[src/rtl/rxPkg.sv]
package rxPkg;
  typedef enum logic [2:0] {
    ST_IDLE, ST_START, ST_DATA, ST_PAR, ST_STOP, ST_STOP2
  } rxStateT;

  // strobes from control to datapath, one cycle wide
  typedef struct packed {
    logic shiftBit;    // take a data bit
    logic takeParity;  // take the parity bit
    logic finish;      // first stop bit sampled, character complete
  } rxStrobeT;

  localparam int FLAG_FULL  = 0;
  localparam int FLAG_PAR   = 1;
  localparam int FLAG_FRAME = 2;
  localparam int FLAG_COUNT = 3;
endpackage

[src/rtl/rxCtrl.sv]
module rxCtrl
  import rxPkg::*;
#(
  parameter int OVERSAMPLE = 16,
  parameter int DATA_BITS  = 8
) (
  input  logic     clk,
  input  logic     rstN,
  input  logic     standby,
  input  logic     tick,
  input  logic     serialIn,
  input  logic     rxEnable,
  input  logic     parityEn,
  input  logic     twoStop,
  input  logic     errAny,
  output rxStrobeT strobe,
  output logic     lineSync
);
  localparam int HALF = OVERSAMPLE / 2;
  localparam int PHW  = $clog2(OVERSAMPLE + HALF);
  localparam int BIW  = (DATA_BITS > 1) ? $clog2(DATA_BITS) : 1;

  rxStateT        state;
  logic [PHW-1:0] phase;
  logic [BIW-1:0] bitIdx;
  logic [1:0]     syncQ;
  logic           live;
  logic           bitEnd;

  assign lineSync = syncQ[1];
  assign live     = tick && rxEnable && !standby;
  assign bitEnd   = (phase == PHW'(OVERSAMPLE - 1));

  always_ff @(posedge clk or negedge rstN) begin
    if (!rstN) syncQ <= 2'b11;
    else       syncQ <= {syncQ[0], serialIn};
  end

  always_ff @(posedge clk or negedge rstN) begin
    if (!rstN) begin
      state  <= ST_IDLE;
      phase  <= '0;
      bitIdx <= '0;
    end else if (standby || !rxEnable) begin
      state <= ST_IDLE;
      phase <= '0;
    end else if (tick) begin
      case (state)
        ST_IDLE: begin
          phase <= '0;
          if (!lineSync && !errAny) state <= ST_START;
        end
        ST_START: begin
          if (phase == PHW'(HALF - 1)) begin
            phase  <= '0;
            bitIdx <= '0;
            state  <= lineSync ? ST_IDLE : ST_DATA;
          end else phase <= phase + 1'b1;
        end
        ST_DATA: begin
          if (bitEnd) begin
            phase <= '0;
            if (bitIdx == BIW'(DATA_BITS - 1)) state <= parityEn ? ST_PAR : ST_STOP;
            else bitIdx <= bitIdx + 1'b1;
          end else phase <= phase + 1'b1;
        end
        ST_PAR: begin
          if (bitEnd) begin
            phase <= '0;
            state <= ST_STOP;
          end else phase <= phase + 1'b1;
        end
        ST_STOP: begin
          if (bitEnd) begin
            phase <= '0;
            state <= twoStop ? ST_STOP2 : ST_IDLE;
          end else phase <= phase + 1'b1;
        end
        ST_STOP2: begin
          // skip the rest of stop 1 and all of stop 2, level unchecked
          if (phase == PHW'(OVERSAMPLE + HALF - 1)) begin
            phase <= '0;
            state <= ST_IDLE;
          end else phase <= phase + 1'b1;
        end
        default: state <= ST_IDLE;
      endcase
    end
  end

  always_comb begin
    strobe            = '0;
    strobe.shiftBit   = live && bitEnd && (state == ST_DATA);
    strobe.takeParity = live && bitEnd && (state == ST_PAR);
    strobe.finish     = live && bitEnd && (state == ST_STOP);
  end

  AST_PHASE_BOUNDED: assert property (@(posedge clk) disable iff (!rstN)
    phase < PHW'(OVERSAMPLE + HALF));
  AST_START_NEEDS_LOW_MID: assert property (@(posedge clk) disable iff (!rstN)
    (state == ST_DATA && $past(state) == ST_START) |-> !$past(lineSync));
  AST_FROZEN_ON_ERROR: assert property (@(posedge clk) disable iff (!rstN)
    (state == ST_IDLE && errAny) |=> (state == ST_IDLE));
endmodule

[src/rtl/rxDatapath.sv]
module rxDatapath
  import rxPkg::*;
#(
  parameter int DATA_BITS = 8
) (
  input  logic                  clk,
  input  logic                  rstN,
  input  logic                  standby,
  input  rxStrobeT              strobe,
  input  logic                  lineSync,
  input  logic                  parityEn,
  input  logic                  parityOdd,
  input  logic                  busSel,
  input  logic                  busWrite,
  input  logic                  busAddr,
  input  logic [FLAG_COUNT-1:0] busWdata,
  output logic [7:0]            busRdata,
  output logic                  errAny
);
  logic [DATA_BITS-1:0]  shiftQ;
  logic [DATA_BITS-1:0]  dataQ;
  logic                  parQ;
  logic [FLAG_COUNT-1:0] flagQ;
  logic [FLAG_COUNT-1:0] armQ;
  logic [FLAG_COUNT-1:0] setVec;
  logic                  parFail;
  logic                  frameFail;
  logic                  readStat;
  logic                  writeStat;

  assign readStat  = busSel && !busWrite && busAddr;
  assign writeStat = busSel && busWrite && busAddr;
  assign parFail   = parityEn && ((^{shiftQ, parQ}) != parityOdd);
  assign frameFail = !lineSync;
  assign errAny    = flagQ[FLAG_PAR] || flagQ[FLAG_FRAME];

  always_comb begin
    setVec = '0;
    if (strobe.finish) begin
      setVec[FLAG_FULL]  = !parFail && !frameFail;
      setVec[FLAG_PAR]   = parFail;
      setVec[FLAG_FRAME] = frameFail;
    end
  end

  always_ff @(posedge clk or negedge rstN) begin
    if (!rstN) begin
      shiftQ <= '0;
      parQ   <= 1'b0;
      dataQ  <= '0;
    end else begin
      if (strobe.shiftBit)   shiftQ <= {lineSync, shiftQ[DATA_BITS-1:1]};
      if (strobe.takeParity) parQ   <= lineSync;
      if (strobe.finish)     dataQ  <= shiftQ;
    end
  end

  for (genvar i = 0; i < FLAG_COUNT; i++) begin : g_flag
    always_ff @(posedge clk or negedge rstN) begin
      if (!rstN) begin
        flagQ[i] <= 1'b0;
        armQ[i]  <= 1'b0;
      end else if (standby) begin
        flagQ[i] <= 1'b0;
        armQ[i]  <= 1'b0;
      end else if (setVec[i]) begin
        flagQ[i] <= 1'b1;
        armQ[i]  <= 1'b0;
      end else if (writeStat && !busWdata[i] && armQ[i]) begin
        flagQ[i] <= 1'b0;
        armQ[i]  <= 1'b0;
      end else if (readStat && flagQ[i]) begin
        armQ[i] <= 1'b1;
      end
    end
  end

  assign busRdata = busAddr ? {{(8-FLAG_COUNT){1'b0}}, flagQ} : 8'(dataQ);

  AST_FULL_ONLY_CLEAN: assert property (@(posedge clk) disable iff (!rstN)
    $rose(flagQ[FLAG_FULL]) |-> !flagQ[FLAG_PAR] && !flagQ[FLAG_FRAME]);
  AST_PAR_NEEDS_ENABLE: assert property (@(posedge clk) disable iff (!rstN)
    $rose(flagQ[FLAG_PAR]) |-> $past(parityEn));
  AST_PAR_CLEAR_ARMED: assert property (@(posedge clk) disable iff (!rstN)
    ($fell(flagQ[FLAG_PAR]) && !$past(standby)) |-> $past(armQ[FLAG_PAR]));
  AST_FRAME_CLEAR_ARMED: assert property (@(posedge clk) disable iff (!rstN)
    ($fell(flagQ[FLAG_FRAME]) && !$past(standby)) |-> $past(armQ[FLAG_FRAME]));
  AST_STANDBY_CLEARS: assert property (@(posedge clk) disable iff (!rstN)
    standby |=> (flagQ == '0));
endmodule

[src/rtl/rxChannel.sv]
module rxChannel
  import rxPkg::*;
#(
  parameter int OVERSAMPLE = 16,
  parameter int DATA_BITS  = 8
) (
  input  logic       clk,
  input  logic       rstN,
  input  logic       standby,
  input  logic       tick16,
  input  logic       serialIn,
  input  logic       rxEnable,
  input  logic       parityEn,
  input  logic       parityOdd,
  input  logic       twoStop,
  input  logic       busSel,
  input  logic       busWrite,
  input  logic       busAddr,
  input  logic [2:0] busWdata,
  output logic [7:0] busRdata
);
  rxStrobeT strobe;
  logic     lineSync;
  logic     errAny;

  rxCtrl #(.OVERSAMPLE(OVERSAMPLE), .DATA_BITS(DATA_BITS)) i_ctrl (
    .clk(clk), .rstN(rstN), .standby(standby), .tick(tick16),
    .serialIn(serialIn), .rxEnable(rxEnable), .parityEn(parityEn),
    .twoStop(twoStop), .errAny(errAny), .strobe(strobe), .lineSync(lineSync)
  );

  rxDatapath #(.DATA_BITS(DATA_BITS)) i_dp (
    .clk(clk), .rstN(rstN), .standby(standby), .strobe(strobe),
    .lineSync(lineSync), .parityEn(parityEn), .parityOdd(parityOdd),
    .busSel(busSel), .busWrite(busWrite), .busAddr(busAddr),
    .busWdata(busWdata), .busRdata(busRdata), .errAny(errAny)
  );

  AST_RXEN_OFF_KEEPS_ERRORS: assert property (@(posedge clk) disable iff (!rstN)
    (!rxEnable && !standby && !(busSel && busWrite)) |=> $stable(errAny));
endmodule

[config.mk]
export PLATFORM = sky130hd
export DESIGN_NAME = rxChannel
export DESIGN_NICKNAME = d
export VERILOG_FILES = /design/src/rtl/rxPkg.sv /design/src/rtl/rxCtrl.sv /design/src/rtl/rxDatapath.sv /design/src/rtl/rxChannel.sv
export SDC_FILE = /design/constraint.sdc
export NUM_CORES = 1
export LEC_CHECK = 0
export ABC_AREA = 1
export BUFFER_PORTS_ARGS = -buffer_cell sky130_fd_sc_hd__buf_2
export CORE_ASPECT_RATIO = 0.75
export CORE_MARGIN = 2
export CORE_UTILIZATION = 52
export DETAILED_ROUTE_END_ITERATION = 8
export GPL_TIMING_DRIVEN = 1
export PLACE_DENSITY = 0.84
export REMOVE_ABC_BUFFERS = 1
export SYNTH_ARGS = -nofsm -noshare
export SYNTH_HDL_FRONTEND = slang
export SYNTH_HIERARCHICAL = 1
export SYNTH_SLANG_ARGS = --single-unit
[constraint.sdc]
create_clock -name clk -period 1.6 [get_ports clk]
set_input_delay 0.08 -clock clk [delete_from_list [all_inputs] [get_ports clk]]
set_output_delay 0.08 -clock clk [all_outputs]
set_load 0.005 [all_outputs]
==> impl_metrics.csv <==
group,metric,value,unit
die,start_util,55.25,%
global_routing,grtUsageTotal,22.82,%
die,ios,23,
status,status,"complete, but fails checks",
timing,setup_viol,1,
timing,hold-worst-slack,0.06247,ns
synth,synth_area,2062,um2
global_routing,antenna_found_initial,0,
setup_path,cp_max_fo,4,
layout,layout-drive-gt1-share,25.55,%
setup_path,path_class,"register to register",
power_and_ir_drop,p_per_area,887.6,nW/um2
detailed_routing,routed_via_density,5.298,
setup_path,path_cells,"ha_2 -> nand4_1 -> nand3b_1 -> nor2_4 -> nand2_2 -> o311ai_4 -> o22ai_1",
clock_network,path_clk_slew,0.07,ns
global_routing,grt-ovfl-total,0,
detailed_routing,drc,0,
flow_run,timing.max_cap.violations,0,
die,die_area,4490,um2
detailed_routing,routed_wl,4769,um
placement,dpl.hpwl,3452,um
setup_path,crit-reg2reg-launch,"i_ctrl/phase[1]",
setup_path,cp.required,1.76,ns
synth,yosysWarnings,6,
synth,syn_inst,280,
power_and_ir_drop,p_leak,1.360,nW
global_routing,first_global_vias,1773,
timing,period_share,101.5,%
timing,min_period,1.624,ns
clock_network,insertion_delay,0.29,ns
setup_path,cp-startpoint,"i_ctrl/phase[1]",
status,violations,"negative setup slack",
layout,final_nets,335,
global_routing,grt_max_degree,21,
setup_path,cp-end-kind,"register",
setup_path,slowest_stage,"dfrtp_1",
detailed_routing,drtAntennaViolNets,0,
die,core,3732,um2
setup_path,cp.arrival,1.78,ns
timing,worst_slack,-0.02388,ns
layout,final_cell_mix,"80 x nand2_1, 33 x dfrtp_1, 31 x inv_1",
placement,place_worst_setup_slack,0.02199,ns
detailed_routing,via_count,1955,
setup_path,cp-start-kind,"register",
synth,synth.distinct_cells,28,
layout,final_util,68.52,%
clock_network,clockBufferDepth,2,
layout,antenna_cells,0,
die,die_y,58.54,um
timing,slew_violations,0,
detailed_routing,firstDrtPassIters,4,
layout,final_common_cell,"nand2_1",
detailed_routing,drt_iter0_drc,139,
hold_path,hold_path_startpoint,"standby",
power_and_ir_drop,vdd_drop_max,0.6401,mV
synth,ys_seq_area_share,43.81,%
clock_network,cts_tree,"yes",
synth,synth.ff_latch_count,36,
layout,area_delta_synth_final,24.03,%
clock_network,clock_sinks,36,
setup_path,critPathMaxStageDelay,0.37,ns
timing,tightest_slew,0.4132,ns
layout,fillers,301,
global_routing,grt_pass1_wl,8004,um
hold_path,worstHoldPathType,"input pin to register",
detailed_routing,wl_per_cell,12.92,um
placement,gp_congestion,0.8772,
die,die_w,76.71,um
timing,rsz0062_at_grt,"yes",
timing,hold_violations,0,
die,rows,19,
synth,avgSynthCellArea,7.364,um2
clock_network,cts_root_buffer,"clkbuf_8",
clock_network,htree_num_levels,2,
timing,fmax,0.6158,GHz
timing,finalClockSkew,0.009337,ns
placement,portBuffers,22,
timing,slew_headroom,72.46,%
clock_network,numCtsBuffers,5,
## state kept, by name (all words and copies together) (netlist names)
name / flops
i_dp/parQ: 1
i_dp/shiftQ: 8
i_dp/dataQ: 8
i_ctrl/phase: 5
i_dp/armQ: 3
i_ctrl/state: 3
i_ctrl/syncQ: 2
i_dp/flagQ: 3
i_ctrl/bitIdx: 3
## final timing paths
kind	slack [ns]	depth (start not counted)	endpoint
min in group asynchronous	0.26	2	i_ctrl/phase[2]
worst max-delay path	-0.02	7	i_dp/flagQ[2]
worst min register to register	0.36	0	i_ctrl/syncQ[1]
worst max register to register	-0.02	7	i_dp/flagQ[2]
worst min-delay path	0.06	2	i_dp/flagQ[2]
max in group asynchronous	0.91	3	i_ctrl/bitIdx[0]
## synth_stat cells
cell type | count | area, um2
o21ai_2 | 3 | 26.28
a21oi_2 | 1 | 8.760
o22ai_1 | 1 | 6.260
nor3_1 | 1 | 5.000
xnor2_1 | 2 | 17.52
o21ai_0 | 22 | 110.1
nand4_1 | 4 | 25.02
o21ai_1 | 1 | 5.000
nand3_1 | 21 | 105.1
a21oi_1 | 12 | 60.06
nand2_2 | 7 | 43.79
dfrtp_1 | 34 | 850.8
clkbuf_1 | 3 | 11.26
buf_2 | 2 | 10.01
nand2_1 | 82 | 307.8
nor2_2 | 4 | 25.02
o311ai_0 | 1 | 8.760
inv_1 | 33 | 123.9
xor2_1 | 3 | 26.28
ha_1 | 4 | 50.05
dfstp_2 | 2 | 52.55
nand3_2 | 3 | 30.03
inv_2 | 6 | 22.52
or2_2 | 1 | 6.260
nand3b_1 | 2 | 15.01
nor2_1 | 22 | 82.58
nor2_4 | 1 | 11.26
a21o_1 | 2 | 15.01
## power breakdown
part           switching (mW)  internal, mW
Sequential             0.0194         0.932
Combinational           0.134        0.0810
Clock                   0.325         0.780
Total                   0.478          1.79
## cell families after synthesis
| family | after synthesis | share of synthesized area, % |
|---|---|---|
| buffers and inverters | 44 | 8.131 |
| AND/OR/NAND/NOR | 148 | 31.86 |
| XOR/XNOR | 5 | 2.124 |
| adder cells (fa/ha/maj) | 4 | 2.427 |
| flip-flops | 36 | 43.81 |
| AO/OA/AOI/OAI | 43 | 11.65 |
## timing repair
action	CTS	global route
endpoints found under the hold margin	15	0
buffers inserted	0	3
hold buffers	2	0
resized for setup	0	29
setup endpoints to repair	0	26
## cell type report
type	instances	area, um2	area share [%]
inverters	39	146.4	5.724
clock inverters	3	90.09	3.523
repair buffers	34	225.2	8.806
multi-input cells	200	1057	41.34
flip-flops and latches	36	904.6	35.37
clock buffers	5	68.82	2.691
well taps	52	65.06	2.544
## through the flow
stage               TNS [ns]  power [mW]  instance area [um2]  std cells
floorplan             -4.074       1.074                 2041        275
global placement           0       1.159                 2281        356
detailed placement         0       1.167                 2281        356
CTS                        0       2.274                 2460        366
global route          -1.327       2.368                 2557        369
finish              -0.02388       2.270                 2557        369
## worst max-delay path, delay by kind of cell, from the launching register on
kind | cells | cell delay, ns
and+or+nand+nor | 4 | 0.71
adders and majority gates | 1 | 0.20
AOI/OAI and AO/OA | 2 | 0.22
DFF | 1 | 0.37
## layer usage
metal | vias to the layer above | GRT usage, % | share of wire, %
li1 | 960 | - | -
met1 | 917 | 33.13 | 45
met2 | 73 | 34.96 | 45
met3 | 5 | 4.755 | 8.4
met4 | 0 | 7.013 | 0.96
met5 | - | 0 | 0
(Power assumes the default switching activity.)
